**src/rtl/rstc_pkg.sv**
```systemverilog
package rstc_pkg;
    // Per-line settle tracker state.
    typedef enum logic {
        LANE_SETTLED  = 1'b0,
        LANE_COUNTING = 1'b1
    } lane_state_e;

    localparam int unsigned BUS_W = 32;
endpackage

```
**src/rtl/rstc_lane.sv**
```systemverilog
module rstc_lane
    import rstc_pkg::*;
#(
    parameter int unsigned SETTLE_CYCLES = 8
) (
    input  logic clk,
    input  logic rst_n,
    input  logic req_i,
    output logic stat_o
);
    localparam int unsigned CNT_W = $clog2(SETTLE_CYCLES + 1);
    localparam logic [CNT_W-1:0] LAST = CNT_W'(SETTLE_CYCLES - 1);

    lane_state_e st_q, st_d;
    logic [CNT_W-1:0] cnt_q;
    logic stat_q;
    logic differ;

    assign differ = (req_i != stat_q);
    assign stat_o = stat_q;

    // Next-state logic
    always_comb begin
        st_d = st_q;
        unique case (st_q)
            LANE_SETTLED:  if (differ) st_d = LANE_COUNTING;
            LANE_COUNTING: begin
                if (!differ)           st_d = LANE_SETTLED;   // cancel
                else if (cnt_q == LAST) st_d = LANE_SETTLED;  // complete
            end
            default: st_d = LANE_SETTLED;
        endcase
    end

    // State register
    always_ff @(posedge clk or negedge rst_n) begin
        if (!rst_n) st_q <= LANE_SETTLED;
        else        st_q <= st_d;
    end

    // Counter and status output
    always_ff @(posedge clk or negedge rst_n) begin
        if (!rst_n) begin
            cnt_q  <= '0;
            stat_q <= 1'b0;
        end else begin
            unique case (st_q)
                LANE_SETTLED: cnt_q <= differ ? CNT_W'(1) : '0;
                LANE_COUNTING: begin
                    if (!differ) begin
                        cnt_q <= '0;
                    end else if (cnt_q == LAST) begin
                        stat_q <= req_i;
                        cnt_q  <= '0;
                    end else begin
                        cnt_q <= cnt_q + CNT_W'(1);
                    end
                end
                default: cnt_q <= '0;
            endcase
        end
    end
endmodule

```
**src/rtl/rstc_regs.sv**
```systemverilog
module rstc_regs
    import rstc_pkg::*;
#(
    parameter int unsigned NUM_LINES  = 32,
    parameter int unsigned ADDR_W     = 4,
    parameter logic [31:0] VALID_MASK = 32'h0FFF_FFF8,
    parameter int unsigned REQ_OFS    = 0,
    parameter int unsigned STAT_OFS   = 4
) (
    input  logic                 clk,
    input  logic                 rst_n,
    input  logic                 wr_en,
    input  logic [ADDR_W-1:0]    addr,
    input  logic [BUS_W-1:0]     wr_data,
    input  logic [NUM_LINES-1:0] stat_i,
    output logic [NUM_LINES-1:0] req_o,
    output logic [BUS_W-1:0]     rd_data
);
    localparam logic [NUM_LINES-1:0] LMASK = VALID_MASK[NUM_LINES-1:0];

    logic [NUM_LINES-1:0] req_q;
    logic hit_req, hit_stat;

    assign hit_req  = (addr == ADDR_W'(REQ_OFS));
    assign hit_stat = (addr == ADDR_W'(STAT_OFS));

    always_ff @(posedge clk or negedge rst_n) begin
        if (!rst_n)                req_q <= '0;
        else if (wr_en && hit_req) req_q <= wr_data[NUM_LINES-1:0] & LMASK;
    end

    assign req_o = req_q;

    always_comb begin
        rd_data = '0;
        if (hit_req)       rd_data[NUM_LINES-1:0] = req_q;
        else if (hit_stat) rd_data[NUM_LINES-1:0] = stat_i & LMASK;
    end
endmodule

```
**src/rtl/rstc_top.sv**
```systemverilog
module rstc_top
    import rstc_pkg::*;
#(
    parameter int unsigned NUM_LINES     = 32,
    parameter int unsigned ADDR_W        = 4,
    parameter logic [31:0] VALID_MASK    = 32'h0FFF_FFF8,
    parameter int unsigned SETTLE_CYCLES = 8
) (
    input  logic                 clk,
    input  logic                 rst_n,
    input  logic                 wr_en,
    input  logic [ADDR_W-1:0]    addr,
    input  logic [31:0]          wr_data,
    output logic [31:0]          rd_data,
    output logic [NUM_LINES-1:0] rst_n_o
);
    logic [NUM_LINES-1:0] req_q;
    logic [NUM_LINES-1:0] stat_q;

    rstc_regs #(
        .NUM_LINES (NUM_LINES),
        .ADDR_W    (ADDR_W),
        .VALID_MASK(VALID_MASK),
        .REQ_OFS   (0),
        .STAT_OFS  (4)
    ) u_regs (
        .clk    (clk),
        .rst_n  (rst_n),
        .wr_en  (wr_en),
        .addr   (addr),
        .wr_data(wr_data),
        .stat_i (stat_q),
        .req_o  (req_q),
        .rd_data(rd_data)
    );

    for (genvar i = 0; i < NUM_LINES; i++) begin : g_line
        if (VALID_MASK[i]) begin : g_impl
            rstc_lane #(.SETTLE_CYCLES(SETTLE_CYCLES)) u_lane (
                .clk   (clk),
                .rst_n (rst_n),
                .req_i (req_q[i]),
                .stat_o(stat_q[i])
            );
        end else begin : g_absent
            assign stat_q[i] = 1'b0;
        end
    end

    assign rst_n_o = req_q;
endmodule

```
**config.mk**
```make
export PLATFORM = sky130hd
export DESIGN_NAME = rstc_top
export DESIGN_NICKNAME = d
export VERILOG_FILES = /design/src/rtl/rstc_pkg.sv /design/src/rtl/rstc_lane.sv /design/src/rtl/rstc_regs.sv /design/src/rtl/rstc_top.sv
export SDC_FILE = /design/constraint.sdc
export NUM_CORES = 1
export LEC_CHECK = 0
export CORE_ASPECT_RATIO = 2
export CORE_MARGIN = 2
export CORE_UTILIZATION = 25
export CTS_CLUSTER_SIZE = 8
export DETAILED_ROUTE_END_ITERATION = 12
export DONT_BUFFER_PORTS = 1
export PLACE_DENSITY_LB_ADDON = 0.08
export RECOVER_POWER = 100
export REMOVE_ABC_BUFFERS = 1
export SYNTH_ARGS = -nofsm -noshare
export SYNTH_HDL_FRONTEND = slang
export SYNTH_SLANG_ARGS = --single-unit
```
**constraint.sdc**
```tcl
create_clock -name clk -period 2.7 [get_ports clk]
set_input_delay 0.405 -clock clk [delete_from_list [all_inputs] [get_ports clk]]
set_output_delay 0.405 -clock clk [all_outputs]
set_load 0.03 [all_outputs]
```
==> Yosys cells after proc, flatten, opt, wreduce, memory -nomap -nowiden <==
Cells that the tools add are included.
{ "totals": {"reg_bits": 175, "output_inout_bits": 64, "word_cells": 406} }
{ "classes": {"addsub": 25, "reduce_logical": 27, "bitwise_logic": 25, "mux": 202, "eq_ne": 51} }
{ "op_table": {"columns": ["cell", "n"], "rows": [
  ["4-bit two-way mux", 50],
  ["4-bit one-hot mux with 2 select lines", 25],
  ["4-bit by 3-bit equality test with 1-bit output, second input constant", 26],
  ["4-bit by 1-bit adder with 4-bit output, second input constant", 25],
  ["1-bit two-way mux", 100],
  ["3-bit AND reduction", 25],
  ["28-bit two-way mux", 2],
  ["1-bit one-hot mux with 2 select lines", 25],
  ["1-bit != test", 25],
  ["1-bit NOT", 25],
  ["4-bit zero test", 1],
  ["1-bit logical AND", 1]
]} }

==> Longest topological paths before layout <==
{ "logic_depth": {"ltp_word": 4, "depth_mapped": 4, "ltp_nobuf": 4} }

==> Cells and area by module <==
A second synthesis with hierarchy kept.
{ "hier_totals": {"hier_cells": 600, "hier_area_um2": 7955.1} }
{ "by_module_without_submodules": {"columns": ["mod", "cells_per_inst", "n_inst", "area_each_um2"], "rows": [
  ["rstc_lane", 20, 25, 265.3],
  ["rstc_regs", 99, 1, 1320.0],
  ["rstc_top", 1, 1, 3.8]
]} }

==> Least setup slack after synthesis <==
Ideal clock, no wire load.
{ "synth_timing": {"kind": "input port to output port", "from": "input addr[1]", "to": "output rd_data[10]", "path_buffers": 1, "setup_slack_ps": 740, "path_stages": 3, "arrival_time_ps": 1555, "path_cell_list": "nor4b_2 -> clkbuf_1 -> a22o_1"} }
{ "synth_between": {"elab_chain_cells": 3, "word_cells_on_any_way": 4, "classes_between": "1 x eq/ne; 2 x mux; 1 x reduce/logical"} }
{ "synth_lines": {"columns": ["item", "line_no", "source"], "rows": [
  ["from (decl)", "rstc_top.sv:12", "input logic [ADDR_W-1:0] addr,"],
  ["4-bit by 3-bit equality test with 1-bit output", "rstc_regs.sv:25", "assign hit_stat = (addr == ADDR_W'(STAT_OFS));"],
  ["28-bit two-way mux", "rstc_regs.sv:37", "else if (hit_stat) rd_data[NUM_LINES-1:0] = stat_i & LMASK;"],
  ["28-bit two-way mux (*)", "rstc_regs.sv:36", "if (hit_req) rd_data[NUM_LINES-1:0] = req_q;"],
  ["to (decl)", "rstc_top.sv:14", "output logic [31:0] rd_data,"]
]} }
Mark *: on every way between the ends. The rest lies on a longest branch, timed or not.

==> Worst setup path after layout <==
{ "layout_timing": {"from": "input addr[1]", "to": "output rd_data[14]"} }
The elaborated chain is that of the path after synthesis.

==> results_dict.tcl <==
set metrics [dict create \
    grt_remaining_overflow 0 \
    drc 0 \
    worstSetupStartpointType "input pin" \
    global_placement_routability_congestion 0.674 \
    hpwl_mm 10.2 \
    critical-path-slowest-cell "clkbuf_1" \
    synth_register_bits 175 \
    fin_worst_skew_ns 0.00918 \
    via_count 4496 \
    netlist_top_cells_area "dfrtp_1 56%, mux2_2 4.4%, ha_1 4.0%" \
    run_status "finished with violations" \
    finalNetCount 679 \
    first_iter_violations 175 \
    crit_path_cell_trace "nor4_4 -> clkbuf_1 -> a22o_1" \
    die-height_um 253 \
    cts_tree "built" \
    worstSetupEndpointType "output pin" \
    final_min_period_over_clock_period_pct 82.0 \
    global_route_wire_length_before_repair_mm 24.7 \
    ys_seq_area_share_pct 56.4 \
    failed_checks "hold timing" \
    summed_negative_setup_slack_over_all_endpoints_ns 0 \
    syn_area_per_cell_um2 12.4 \
    setup_repair_after_global_routing_missed_its_margin "no" \
    report.final.setup_viol 0 \
    placement.io_buffers 0 \
    power.share.clock_pct 40.3 \
    floorplan.initialDensity_pct 25.3 \
    max-clock-path-buffers 2 \
    yosys_warnings 0 \
    worst_slew_pin_tran_ns 0.856 \
    path_clk_slew_ns 0.07 \
    drive_gt1_share_pct 10.2 \
    h-tree-depth 4 \
    diodes 0 \
    area_delta_synth_final_pct 11.2 \
    post_synthesis_instance_area_um2 7760 \
    critical_path.n_buffers_inverters 1 \
    antenna_left 0 \
    avgRoutedWirePerCell_um 15.0 \
    crit_arrival_ns 1.81 \
    slew_headroom_pct 42.9 \
    synth-edff-count 0 \
    timing.critical_path.max_delay_family "buffers and inverters" \
    path_max_fanout 11 \
    max-cap-violations 0 \
    total_switching_power_uw 1850 \
    sink_count 175 \
    boundaryPins 103 \
    irDropWorstVdd_v 0.000436 \
    p_per_area_nw_per_um2 783 \
    category_of_the_critical_setup_timing_path "in -> out" \
    mostFrequentLayoutCell "dfrtp_1" \
    comb_power_share_pct 8.5 \
    clock_tree.root_cell "clkbuf_16" \
    predominant_post_synthesis_flop_cell "dfrtp_1" \
    layout_min_cycle_time_ns 2.21 \
    mostFrequentLayoutCells "175 x dfrtp_1, 75 x nor2_1, 30 x mux2_2" \
    detail_route.vias_per_cell 4.50 \
    yosysUniqueCellTypes 22 \
    first_global_vias 4958 \
    p_sw_share_pct 27.4 \
    required_ns 2.30 \
    postSynth.asyncResetShare_pct 100 \
    antenna_found_initial 2 \
    first_pass_iters 4 \
    finalWirelength_mm 15.0 \
    num_cts_buffers 17 \
    post_cts_resize_count 0 \
    maximum_clock_frequency_ghz 0.452 \
    rows 91 \
    final_util_pct 28.1 \
    clock_latency_ns 0.44 \
    die_width_um 129 \
    synthesis.instances 624 \
    grt_util_all_layers_pct 9.94 \
    critPathMaxStageDelay_ns 0.68 \
    placeableCoreArea_um2 30700 \
    min_path_type "in -> async" \
    synthDominantAreaCellType "dfrtp_1" \
    cellInternalPower_uw 4910 \
    maximum_number_of_pins_on_one_net_before_global_route_repair 176 \
    maxSlewViolCount 0 \
    sequentialPowerShare_pct 51.2 \
    leakage_power_total_uw 0.00409 \
    floorplan.die_area_um2 32600 \
    fin_worst_hold_slack_ns -0.338 \
    post_cts.repair.setup_buffers 0 \
    timing.final.hold_violations 175 \
    synth.top_cell.area_share_pct 56.4 \
]
worst paths after layout:
kind | cells past startpoint | endpoint | slack (ns) | startpoint
worst max register to register | 3 | g_line[24].g_impl.u_lane.cnt_q[0] | 1.33 | u_regs.req_o[24]
min in group clk | 1 | u_regs.req_o[13] | 0.09 | wr_data[13]
worst max-delay path | 3 | rd_data[14] | 0.49 | addr[1]
worst min register to register | 1 | g_line[25].g_impl.u_lane.cnt_q[0] | 0.49 | g_line[25].g_impl.u_lane.cnt_q[0]
worst min-delay path | 0 | u_regs.req_o[4] | -0.34 | rst_n
max in group asynchronous | 0 | g_line[7].g_impl.u_lane.cnt_q[0] | 2.51 | rst_n
synthesized netlist by cell type, types with 25 or more instances:
| master | instances |
|---|---|
| mux2_2 | 30 |
| ha_1 | 25 |
| dfrtp_1 | 175 |
| a22o_1 | 25 |
| and3_1 | 25 |
| nand2_1 | 25 |
| a21boi_0 | 25 |
| nand4b_1 | 25 |
| xor2_1 | 25 |
| buf_4 | 39 |
| xnor2_1 | 25 |
| nand3_1 | 25 |
| mux2i_1 | 25 |
| nor2_1 | 75 |
| and2_1 | 25 |
power by group through the flow:
| stage | logic, µW | clock network (µW) | registers [µW] |
|---|---|---|---|
| after CTS | 600 | 2870 | 3470 |
| after global routing | 681 | 2970 | 3520 |
| after global placement | 571 | 0 | 3500 |
| after floorplan | 484 | 0 | 3410 |
| after detailed placement | 597 | 0 | 3520 |
| final | 575 | 2730 | 3460 |
per-layer routing:
layer | track usage (%) | routed length [µm] | share of wire [%] | vias up
li1 | - | - | - | 2106
met1 | 9.81 | 5630 | 37 | 2294
met2 | 18.2 | 8320 | 55 | 72
met3 | 3.70 | 674 | 4.5 | 20
met4 | 4.41 | 383 | 2.5 | 4
met5 | 0 | 34 | 0.23 | -
state kept, by name, indices dropped and copies added, names as in the netlist:
| signal | cells |
|---|---|
| u_regs.req_o | 25 |
| g_line.g_impl.u_lane.stat_o | 25 |
| g_line.g_impl.u_lane.st_q | 25 |
| g_line.g_impl.u_lane.cnt_q | 100 |
final cells by class:
class | count | area, µm²
clock buffers | 23 | 468
clock inverters | 9 | 181
fillers | 3161 | 22100
multi-input cells | 417 | 3110
flip-flops and latches | 175 | 4380
well taps | 372 | 465
repair buffers | 4 | 26.3
metrics by stage:
step                power [µW]  setup WS [ns]  std cells  hold slack (ns)  area (µm²)
floorplan                 3900          0.237        592            0.109        7480
global placement          4070          0.829        968            0.115        7990
detailed placement        4110          0.752        968            0.116        7990
CTS                       6930          0.774       1000           -0.384        8640
global route              7170          0.421       1000           -0.381        8630
finish                    6760          0.487       1000           -0.338        8630
cell families after synthesis:
logic type      share of synthesized area (%)
fa+ha+maj                                4.03
mux                                      10.5
xor+xnor                                 5.64
compound gates                           5.24
flops                                    56.4
simple gates                             13.9
buf+inv                                  4.25
other cells                            0.0483
Note: power is estimated with default switching activity, not from simulation.
